[config.mk]
export PLATFORM = sky130hd
export DESIGN_NAME = nor_flash_seq
export DESIGN_NICKNAME = d
export VERILOG_FILES = /design/src/rtl/nfseq_pkg.sv /design/src/rtl/nfseq_cmd_sel.sv /design/src/rtl/nfseq_bus_cycle.sv /design/src/rtl/nor_flash_seq.sv
export SDC_FILE = /design/constraint.sdc
export NUM_CORES = 1
export LEC_CHECK = 0
export ABC_AREA = 1
export ABC_CLOCK_PERIOD_IN_PS = 2260
export BUFFER_PORTS_ARGS = -buffer_cell sky130_fd_sc_hd__buf_2
export CAP_MARGIN = 5
export CORE_UTILIZATION = 45
export CTS_CLUSTER_DIAMETER = 30
export DETAILED_ROUTE_END_ITERATION = 16
export GPL_ROUTABILITY_DRIVEN = 0
export HOLD_SLACK_MARGIN = 0.02
export PLACE_DENSITY_LB_ADDON = 0.25
export SETUP_SLACK_MARGIN = 0.2
export SLEW_MARGIN = 25
export SYNTH_ARGS = -nofsm -noshare
export SYNTH_HDL_FRONTEND = slang
export SYNTH_SLANG_ARGS = --single-unit
[constraint.sdc]
create_clock -name clk -period 2.26 [get_ports clk]
set_clock_uncertainty 0.15 [all_clocks]
set_input_delay 0.452 -clock clk [delete_from_list [all_inputs] [get_ports clk]]
set_output_delay 0.452 -clock clk [all_outputs]
set_load 0.005 [all_outputs]
[src/rtl/nfseq_pkg.sv]
package nfseq_pkg;

  localparam logic [1:0] OP_PROG = 2'd0;
  localparam logic [1:0] OP_SECT = 2'd1;

  localparam logic [15:0] UNLOCK_A0 = 16'h5555;
  localparam logic [15:0] UNLOCK_A1 = 16'h2AAA;
  localparam logic [7:0]  UNLOCK_D0 = 8'hAA;
  localparam logic [7:0]  UNLOCK_D1 = 8'h55;
  localparam logic [7:0]  CODE_PROG = 8'hA0;
  localparam logic [7:0]  CODE_ERASE = 8'h80;
  localparam logic [7:0]  CODE_CHIP = 8'h10;
  localparam logic [7:0]  CODE_SECT = 8'h30;

  localparam int TOGGLE_BIT = 6;

  typedef enum logic [2:0] {
    B_IDLE, B_SETUP, B_STROBE, B_HOLD, B_RDACT, B_GAP
  } bus_st_e;

  typedef enum logic [2:0] {
    S_IDLE, S_ISSUE, S_WWAIT, S_RISSUE, S_RWAIT
  } seq_st_e;

endpackage

[src/rtl/nfseq_cmd_sel.sv]
module nfseq_cmd_sel #(
  parameter int AW = 17
) (
  input  logic [1:0]    op,
  input  logic [2:0]    idx,
  input  logic [AW-1:0] tgt_addr,
  input  logic [7:0]    tgt_data,
  output logic [AW-1:0] cmd_addr,
  output logic [7:0]    cmd_data,
  output logic          cmd_last
);
  import nfseq_pkg::*;

  localparam logic [AW-1:0] A0 = AW'(UNLOCK_A0);
  localparam logic [AW-1:0] A1 = AW'(UNLOCK_A1);

  always_comb begin
    cmd_addr = A0;
    cmd_data = UNLOCK_D0;
    if (op == OP_PROG) begin
      cmd_last = (idx == 3'd3);
      case (idx)
        3'd0: begin cmd_addr = A0; cmd_data = UNLOCK_D0; end
        3'd1: begin cmd_addr = A1; cmd_data = UNLOCK_D1; end
        3'd2: begin cmd_addr = A0; cmd_data = CODE_PROG; end
        default: begin cmd_addr = tgt_addr; cmd_data = tgt_data; end
      endcase
    end else begin
      cmd_last = (idx == 3'd5);
      case (idx)
        3'd0, 3'd3: begin cmd_addr = A0; cmd_data = UNLOCK_D0; end
        3'd1, 3'd4: begin cmd_addr = A1; cmd_data = UNLOCK_D1; end
        3'd2:       begin cmd_addr = A0; cmd_data = CODE_ERASE; end
        default: begin
          if (op == OP_SECT) begin
            cmd_addr = tgt_addr;
            cmd_data = CODE_SECT;
          end else begin
            cmd_addr = A0;
            cmd_data = CODE_CHIP;
          end
        end
      endcase
    end
  end

endmodule

[src/rtl/nfseq_bus_cycle.sv]
module nfseq_bus_cycle #(
  parameter int AW        = 17,
  parameter int SETUP_CYC = 1,
  parameter int WE_CYC    = 2,
  parameter int HOLD_CYC  = 1,
  parameter int READ_CYC  = 2,
  parameter int GAP_CYC   = 1
) (
  input  logic          clk,
  input  logic          rst,
  input  logic          start,
  input  logic          is_read,
  input  logic [AW-1:0] addr,
  input  logic [7:0]    wdata,
  output logic          fin,
  output logic          rbit,
  output logic [AW-1:0] fl_addr,
  output logic [7:0]    fl_dq_o,
  output logic          fl_dq_oe,
  output logic          fl_ce_n,
  output logic          fl_we_n,
  output logic          fl_oe_n,
  input  logic [7:0]    fl_dq_i
);
  import nfseq_pkg::*;

  localparam int M0   = (SETUP_CYC > WE_CYC) ? SETUP_CYC : WE_CYC;
  localparam int M1   = (HOLD_CYC > READ_CYC) ? HOLD_CYC : READ_CYC;
  localparam int M2   = (M0 > M1) ? M0 : M1;
  localparam int MAXC = (M2 > GAP_CYC) ? M2 : GAP_CYC;
  localparam int CW   = $clog2(MAXC + 1);

  bus_st_e       st;
  logic [CW-1:0] cnt;
  logic          cnt_zero;

  assign cnt_zero = (cnt == '0);

  logic rd_unused;
  assign rd_unused = ^{fl_dq_i[7], fl_dq_i[5:0]};

  always_ff @(posedge clk) begin
    if (rst) begin
      st       <= B_IDLE;
      cnt      <= '0;
      fin      <= 1'b0;
      rbit     <= 1'b0;
      fl_addr  <= '0;
      fl_dq_o  <= '0;
      fl_dq_oe <= 1'b0;
      fl_ce_n  <= 1'b1;
      fl_we_n  <= 1'b1;
      fl_oe_n  <= 1'b1;
    end else begin
      fin <= 1'b0;
      case (st)
        B_IDLE: begin
          if (start) begin
            fl_addr <= addr;
            if (is_read) begin
              fl_ce_n <= 1'b0;
              fl_oe_n <= 1'b0;
              cnt     <= CW'(READ_CYC - 1);
              st      <= B_RDACT;
            end else begin
              fl_dq_o  <= wdata;
              fl_dq_oe <= 1'b1;
              cnt      <= CW'(SETUP_CYC - 1);
              st       <= B_SETUP;
            end
          end
        end
        B_SETUP: begin
          if (cnt_zero) begin
            fl_ce_n <= 1'b0;
            fl_we_n <= 1'b0;
            cnt     <= CW'(WE_CYC - 1);
            st      <= B_STROBE;
          end else cnt <= cnt - 1'b1;
        end
        B_STROBE: begin
          if (cnt_zero) begin
            fl_ce_n <= 1'b1;
            fl_we_n <= 1'b1;
            cnt     <= CW'(HOLD_CYC - 1);
            st      <= B_HOLD;
          end else cnt <= cnt - 1'b1;
        end
        B_HOLD: begin
          if (cnt_zero) begin
            fl_dq_oe <= 1'b0;
            fin      <= 1'b1;
            st       <= B_IDLE;
          end else cnt <= cnt - 1'b1;
        end
        B_RDACT: begin
          if (cnt_zero) begin
            rbit    <= fl_dq_i[TOGGLE_BIT];
            fl_ce_n <= 1'b1;
            fl_oe_n <= 1'b1;
            cnt     <= CW'(GAP_CYC - 1);
            st      <= B_GAP;
          end else cnt <= cnt - 1'b1;
        end
        B_GAP: begin
          if (cnt_zero) begin
            fin <= 1'b1;
            st  <= B_IDLE;
          end else cnt <= cnt - 1'b1;
        end
        default: st <= B_IDLE;
      endcase
    end
  end

  // checker counters for strobe widths
  logic [CW:0] we_lo_cnt;
  logic [CW:0] oe_lo_cnt;
  always_ff @(posedge clk) begin
    if (rst) begin
      we_lo_cnt <= '0;
      oe_lo_cnt <= '0;
    end else begin
      we_lo_cnt <= fl_we_n ? '0 : we_lo_cnt + 1'b1;
      oe_lo_cnt <= fl_oe_n ? '0 : oe_lo_cnt + 1'b1;
    end
  end

  p_strobe_phase_r5: assert property (@(posedge clk) disable iff (rst)
    !fl_we_n |-> (!fl_ce_n && fl_oe_n && fl_dq_oe));
  p_we_width_r5: assert property (@(posedge clk) disable iff (rst)
    $rose(fl_we_n) |-> (we_lo_cnt == (CW+1)'(WE_CYC)));
  p_read_phase_r6: assert property (@(posedge clk) disable iff (rst)
    !fl_oe_n |-> (!fl_ce_n && fl_we_n && !fl_dq_oe));
  p_oe_width_r6: assert property (@(posedge clk) disable iff (rst)
    $rose(fl_oe_n) |-> (oe_lo_cnt == (CW+1)'(READ_CYC)));

endmodule

[src/rtl/nor_flash_seq.sv]
module nor_flash_seq #(
  parameter int AW         = 17,
  parameter int SETUP_CYC  = 1,
  parameter int WE_LOW_CYC = 2,
  parameter int GLITCH_CYC = 1,
  parameter int HOLD_CYC   = 1,
  parameter int READ_CYC   = 2,
  parameter int GAP_CYC    = 2,
  parameter int MAX_POLLS  = 100000
) (
  input  logic          clk,
  input  logic          rst,
  input  logic          req_valid,
  output logic          req_ready,
  input  logic [1:0]    req_op,
  input  logic [AW-1:0] req_addr,
  input  logic [7:0]    req_data,
  output logic          done,
  output logic          done_status,
  output logic [AW-1:0] fl_addr,
  output logic [7:0]    fl_dq_o,
  output logic          fl_dq_oe,
  input  logic [7:0]    fl_dq_i,
  output logic          fl_ce_n,
  output logic          fl_we_n,
  output logic          fl_oe_n
);
  import nfseq_pkg::*;

  localparam int WE_CYC = (WE_LOW_CYC > GLITCH_CYC) ? WE_LOW_CYC : GLITCH_CYC + 1;
  localparam int PW     = $clog2(MAX_POLLS + 1);

  seq_st_e       st;
  logic [1:0]    op_q;
  logic [AW-1:0] addr_q;
  logic [7:0]    data_q;
  logic [2:0]    idx;
  logic [PW-1:0] poll_cnt;
  logic          prev_bit;
  logic          have_prev;

  logic          eng_start;
  logic          eng_read;
  logic          eng_fin;
  logic          eng_bit;
  logic [AW-1:0] cmd_addr;
  logic [7:0]    cmd_data;
  logic          cmd_last;

  assign eng_start = (st == S_ISSUE) || (st == S_RISSUE);
  assign eng_read  = (st == S_RISSUE);

  nfseq_cmd_sel #(.AW(AW)) cmd_i (
    .op       (op_q),
    .idx      (idx),
    .tgt_addr (addr_q),
    .tgt_data (data_q),
    .cmd_addr (cmd_addr),
    .cmd_data (cmd_data),
    .cmd_last (cmd_last)
  );

  nfseq_bus_cycle #(
    .AW        (AW),
    .SETUP_CYC (SETUP_CYC),
    .WE_CYC    (WE_CYC),
    .HOLD_CYC  (HOLD_CYC),
    .READ_CYC  (READ_CYC),
    .GAP_CYC   (GAP_CYC)
  ) bus_i (
    .clk      (clk),
    .rst      (rst),
    .start    (eng_start),
    .is_read  (eng_read),
    .addr     (eng_read ? addr_q : cmd_addr),
    .wdata    (cmd_data),
    .fin      (eng_fin),
    .rbit     (eng_bit),
    .fl_addr  (fl_addr),
    .fl_dq_o  (fl_dq_o),
    .fl_dq_oe (fl_dq_oe),
    .fl_ce_n  (fl_ce_n),
    .fl_we_n  (fl_we_n),
    .fl_oe_n  (fl_oe_n),
    .fl_dq_i  (fl_dq_i)
  );

  always_ff @(posedge clk) begin
    if (rst) begin
      st          <= S_IDLE;
      req_ready   <= 1'b1;
      done        <= 1'b0;
      done_status <= 1'b0;
      op_q        <= '0;
      addr_q      <= '0;
      data_q      <= '0;
      idx         <= '0;
      poll_cnt    <= '0;
      prev_bit    <= 1'b0;
      have_prev   <= 1'b0;
    end else begin
      done <= 1'b0;
      case (st)
        S_IDLE: begin
          if (req_valid) begin
            op_q      <= req_op;
            addr_q    <= req_addr;
            data_q    <= req_data;
            idx       <= '0;
            req_ready <= 1'b0;
            st        <= S_ISSUE;
          end
        end
        S_ISSUE: st <= S_WWAIT;
        S_WWAIT: begin
          if (eng_fin) begin
            if (cmd_last) begin
              poll_cnt  <= '0;
              have_prev <= 1'b0;
              st        <= S_RISSUE;
            end else begin
              idx <= idx + 1'b1;
              st  <= S_ISSUE;
            end
          end
        end
        S_RISSUE: st <= S_RWAIT;
        S_RWAIT: begin
          if (eng_fin) begin
            poll_cnt  <= poll_cnt + 1'b1;
            prev_bit  <= eng_bit;
            have_prev <= 1'b1;
            if (have_prev && (prev_bit == eng_bit)) begin
              done        <= 1'b1;
              done_status <= 1'b0;
              req_ready   <= 1'b1;
              st          <= S_IDLE;
            end else if (poll_cnt == PW'(MAX_POLLS - 1)) begin
              done        <= 1'b1;
              done_status <= 1'b1;
              req_ready   <= 1'b1;
              st          <= S_IDLE;
            end else begin
              st <= S_RISSUE;
            end
          end
        end
        default: st <= S_IDLE;
      endcase
    end
  end

  p_accept_r1: assert property (@(posedge clk) disable iff (rst)
    (req_valid && req_ready) |=> !req_ready);
  p_done_pulse_r9: assert property (@(posedge clk) disable iff (rst)
    done |=> !done);
  p_idle_quiet_r9: assert property (@(posedge clk) disable iff (rst)
    req_ready |-> (fl_ce_n && fl_we_n && fl_oe_n && !fl_dq_oe));
  p_read_after_writes_r6: assert property (@(posedge clk) disable iff (rst)
    !fl_oe_n |-> (st == S_RWAIT));
  p_poll_bound_r8: assert property (@(posedge clk) disable iff (rst)
    poll_cnt <= PW'(MAX_POLLS));
  p_timeout_count_r8: assert property (@(posedge clk) disable iff (rst)
    (done && done_status) |-> (poll_cnt == PW'(MAX_POLLS)));
  p_match_needs_two_r7: assert property (@(posedge clk) disable iff (rst)
    (done && !done_status) |-> (poll_cnt >= PW'(2)));

endmodule

==> flow_results.xml <==
<?xml version="1.0" encoding="UTF-8"?>
<metrics>
  <group name="final_layout">
    <metric name="antenna_cells" unit="">0</metric>
    <metric name="area_growth_from_synthesis_to_layout" unit="%">14.8</metric>
    <metric name="final_layout_net_count" unit="">734</metric>
    <metric name="seqCellArea" unit="sq mm">0.00182</metric>
    <metric name="combined_area_of_the_multi_input_logic_cells" unit="sq mm">0.00224</metric>
    <metric name="num-fill-cells" unit="">940</metric>
    <metric name="final_layout_size_suffix_gt1_share" unit="%">20.1</metric>
  </group>
  <group name="clocking">
    <metric name="post-cts-setup-buffers" unit="">0</metric>
    <metric name="clock-root-buffer" unit="">sky130_fd_sc_hd__clkbuf_8</metric>
    <metric name="clock_path_buffers" unit="">2</metric>
    <metric name="clock_insertion_delay_worst_skew" unit="ns">0.37</metric>
    <metric name="cts.sinks" unit="">91</metric>
    <metric name="cts_tree" unit="">built</metric>
    <metric name="cts.clk_slew.worst_paths" unit="ns">0.11</metric>
    <metric name="cts_buffers" unit="">9</metric>
    <metric name="htree_num_levels" unit="">3</metric>
  </group>
  <group name="floorplan">
    <metric name="die_area" unit="sq mm">0.0103</metric>
    <metric name="chipWidth" unit="um">101</metric>
    <metric name="fp.dieH" unit="um">101</metric>
    <metric name="number_of_placed_i_o_pins" unit="">70</metric>
    <metric name="std_cell_rows" unit="">35</metric>
    <metric name="core_outline_area" unit="sq mm">0.00937</metric>
    <metric name="floorplan.initialDensity" unit="%">47.3</metric>
  </group>
  <group name="timing">
    <metric name="layout_setup_ws" unit="ns">0.368</metric>
    <metric name="timing.final.max_slew_violations" unit="">0</metric>
    <metric name="fin_crit_sh" unit="%">83.7</metric>
    <metric name="tightest_slew" unit="ns">0.403</metric>
    <metric name="totalNegativeSetupSlack" unit="ns">0</metric>
    <metric name="finalSetupViolations" unit="">0</metric>
    <metric name="timing.final.crit_period" unit="ns">1.89</metric>
    <metric name="fmax" unit="GHz">0.528</metric>
    <metric name="maxSlewHeadroom" unit="%">73.1</metric>
    <metric name="grt_setup_unrepaired" unit="">false</metric>
    <metric name="report.final.hold_viol_count" unit="">0</metric>
  </group>
  <group name="synthesis">
    <metric name="synth-seq-cells" unit="">91</metric>
    <metric name="synth.distinct_cells" unit="">35</metric>
    <metric name="postSynthNetCount" unit="">675</metric>
    <metric name="synth-simple-area-share" unit="%">28.1</metric>
    <metric name="synth.yosys.seq_area_share" unit="%">41.1</metric>
    <metric name="synth_async_sr_flop_share" unit="%">0</metric>
    <metric name="edff_count_synth" unit="">0</metric>
    <metric name="yosys_warnings" unit="">0</metric>
    <metric name="ys.flop_type" unit="">sky130_fd_sc_hd__dfxtp_1</metric>
    <metric name="synth_largest_area_cell" unit="">sky130_fd_sc_hd__dfxtp_1</metric>
    <metric name="synth_xor_xnor_area_share" unit="%">0</metric>
    <metric name="post_synth_design_cell_area" unit="sq mm">0.00443</metric>
    <metric name="synth.mux.area_fraction" unit="%">0</metric>
    <metric name="synth_top_family_by_area" unit="">simple AND/OR/NAND/NOR gates</metric>
    <metric name="synth.top_cell.area_share" unit="%">41.1</metric>
    <metric name="syn_inst" unit="">628</metric>
    <metric name="synth_compound_area_share" unit="%">19.5</metric>
    <metric name="syn_area_per_cell" unit="sq um">7.06</metric>
    <metric name="ys_top_cells_by_count" unit="">143 x sky130_fd_sc_hd__nand2_1, 91 x sky130_fd_sc_hd__dfxtp_1, 81 x sky130_fd_sc_hd__o21ai_0</metric>
    <metric name="synth_top_cells_by_area" unit="">sky130_fd_sc_hd__dfxtp_1 41%, sky130_fd_sc_hd__nand2_1 12%, sky130_fd_sc_hd__o21ai_0 9.1%</metric>
    <metric name="post-synth-top-count-cell" unit="">sky130_fd_sc_hd__nand2_1</metric>
    <metric name="synthAdderAreaFrac" unit="%">2.54</metric>
  </group>
  <group name="critical_path">
    <metric name="path_class" unit="">reg2reg</metric>
    <metric name="slowest_stage" unit="">sky130_fd_sc_hd__dfxtp_2</metric>
    <metric name="worstSetupEndpointType" unit="">flip-flop</metric>
    <metric name="worst_setup_path_start_kind" unit="">flip-flop</metric>
    <metric name="crit_arrival" unit="ns">2.00</metric>
    <metric name="timing.critical_path.buf_inv" unit="">3</metric>
    <metric name="timing.critical_path.max_delay_family" unit="">flip-flops</metric>
    <metric name="crit_path_max_incr_delay" unit="ns">0.38</metric>
    <metric name="critical_path_required" unit="ns">2.37</metric>
    <metric name="critical_path_s_most_frequent_cell" unit="">sky130_fd_sc_hd__nand2_1</metric>
    <metric name="cell_chain_critical_path" unit="">inv_1, ha_1, o21ai_2, inv_1, nor2_1, buf_6, o21ai_0, nand2_1, nand2_1, nand2_1, a21oi_1</metric>
    <metric name="crit_fanout" unit="">13</metric>
  </group>
  <group name="power_and_ir_drop">
    <metric name="total_switching_power" unit="mW">2.44</metric>
    <metric name="powerDensity" unit="mW/mm^2">1130</metric>
    <metric name="sequential_fraction_of_design_power" unit="%">39.6</metric>
    <metric name="max-vdd-ir-drop" unit="mV">0.474</metric>
    <metric name="total_power" unit="mW">5.73</metric>
    <metric name="clock_power_share" unit="%">19.6</metric>
    <metric name="swShare" unit="%">42.5</metric>
    <metric name="p_leak" unit="nW">2.23</metric>
    <metric name="p_int" unit="mW">3.29</metric>
    <metric name="power.share.combinational" unit="%">40.8</metric>
  </group>
  <group name="detailed_routing">
    <metric name="avgViaCountPerCell" unit="">5.13</metric>
    <metric name="detailroute.wirelength.met3" unit="um">622</metric>
    <metric name="drt-met1-wl" unit="um">4720</metric>
    <metric name="drcViolationCount" unit="">0</metric>
    <metric name="detail_route.wl_per_cell" unit="um">12.4</metric>
    <metric name="detailroute.wirelength.met2" unit="um">4750</metric>
    <metric name="finalWirelength" unit="um">10200</metric>
    <metric name="topRoutingLayerUsed" unit="">met4</metric>
    <metric name="final_ant_viol_nets" unit="">0</metric>
    <metric name="dr.pass1.iters" unit="">5</metric>
    <metric name="drt_iter0_drc" unit="">162</metric>
    <metric name="dr_total_vias" unit="">4212</metric>
  </group>
  <group name="global_routing">
    <metric name="grt_first_pass_wirelength" unit="um">17500</metric>
    <metric name="grt_antenna_before_repair" unit="">0</metric>
    <metric name="track_usage" unit="%">21.2</metric>
    <metric name="overflow" unit="">0</metric>
    <metric name="grt_start_max_net_pins" unit="">64</metric>
    <metric name="grt_pass1_vias" unit="">3949</metric>
  </group>
  <group name="placed_design">
    <metric name="numPortBuffers" unit="">62</metric>
    <metric name="post-place-ws" unit="ns">0.243</metric>
    <metric name="dp_hpwl" unit="um">7100</metric>
  </group>
  <group name="worst_hold_path">
    <metric name="worst_hold_path_type" unit="">in2reg</metric>
  </group>
  <group name="run_status">
    <metric name="outcome" unit="">complete, no violations</metric>
  </group>
  <group name="run">
    <metric name="drv_cap" unit="">0</metric>
  </group>
</metrics>
==> power groups by stage <==
stage | combinational [mW] | sequential [mW] | clock (mW)
finish | 2.34 | 2.27 | 1.12
global route | 2.65 | 2.32 | 1.21
CTS | 2.32 | 2.26 | 1.15
detailed placement | 2.30 | 2.29 | 0
global placement | 2.23 | 2.28 | 0
floorplan | 1.64 | 2.29 | 0
==> path summary, 6_finish.rpt <==
kind                                   from                 to  slack [ns]  cells after the start
worst max-delay path                 idx[0]  bus_i.fl_addr[14]        0.37                     11
worst min-delay path            req_addr[7]          addr_q[7]        0.14                      3
worst min register to register  done_status        done_status        0.30                      2
worst max register to register       idx[0]  bus_i.fl_addr[14]        0.37                     11
==> per-layer routing <==
layer,GRT usage (%),up-vias
li1,-,2164
met1,26.2,1906
met2,36.4,129
met3,5.31,13
met4,6.47,0
met5,0,-
==> registers in the layout, indices dropped and copies added (netlist names) <==
name and count:
addr_q 17, bus_i.cnt 2, bus_i.fin 1, bus_i.fl_addr 17, bus_i.fl_ce_n 1, bus_i.fl_dq_o 8
bus_i.fl_dq_oe 1, bus_i.fl_oe_n 1, bus_i.fl_we_n 1, bus_i.rbit 1, bus_i.st 3, data_q 8
done 1, done_status 1, have_prev 1, idx 3, op_q 2, poll_cnt 17
prev_bit 1, req_ready 1, st 3
==> final cells by class <==
class	instances	share of cell area, %
well taps	129	3.17
flip-flops and latches	91	35.9
multi-input cells	446	44.0
clock inverters	7	1.50
repair buffers	70	7.85
clock buffers	9	2.43
inverters	69	5.19
==> cells in the final DEF, fill, tap and decap left out, types with 5 or more instances in the layout <==
master and n:
sky130_fd_sc_hd__inv_1 57, sky130_fd_sc_hd__o21ai_1 9, sky130_fd_sc_hd__nor2_1 54, sky130_fd_sc_hd__o21ai_0 81
sky130_fd_sc_hd__dfxtp_1 89, sky130_fd_sc_hd__nand2_1 143, sky130_fd_sc_hd__nand3_1 28, sky130_fd_sc_hd__ha_1 8
sky130_fd_sc_hd__buf_4 5, sky130_fd_sc_hd__nor2_4 11, sky130_fd_sc_hd__inv_2 11, sky130_fd_sc_hd__nand4_1 6
sky130_fd_sc_hd__clkbuf_8 9, sky130_fd_sc_hd__a21oi_1 70, sky130_fd_sc_hd__nand2_2 7, sky130_fd_sc_hd__nor2_2 7
sky130_fd_sc_hd__buf_2 62, sky130_fd_sc_hd__nand3_2 5
==> timing repair <==
item | in CTS | in global routing
hold buffers | 0 | 0
gates resized for setup | 0 | 8
setup endpoints to repair | 0 | 17
==> worst reg2reg max path: stages (launching register included) <==
cell and delay, ns:
sky130_fd_sc_hd__dfxtp_2 0.38, sky130_fd_sc_hd__inv_1 0.09, sky130_fd_sc_hd__ha_1 0.22, sky130_fd_sc_hd__o21ai_2 0.22
sky130_fd_sc_hd__inv_1 0.10, sky130_fd_sc_hd__nor2_1 0.13, sky130_fd_sc_hd__buf_6 0.17, sky130_fd_sc_hd__o21ai_0 0.10
sky130_fd_sc_hd__nand2_1 0.07, sky130_fd_sc_hd__nand2_1 0.05, sky130_fd_sc_hd__nand2_1 0.07, sky130_fd_sc_hd__a21oi_1 0.06
==> cells by family (layout without fill, tap and decap cells) <==
group,count (synthesis),after routing
adder cells (fa/ha/maj),9,9
buffers and inverters,91,155
flip-flops,91,91
AND/OR/NAND/NOR,269,269
AO/OA/AOI/OAI,168,168
==> stage by stage <==
stage	cell area (sq um)	hold slack, ns	std cells	util, %
4_1_cts	5060	0.130	821	54.0
2_1_floorplan	4430	0.275	628	-
3_5_place_dp	4860	0.296	805	51.9
3_3_place_gp	4860	0.289	805	51.9
5_1_grt	5090	0.124	821	54.3
6_report	5090	0.140	821	54.3
(Power assumes the default switching activity.)
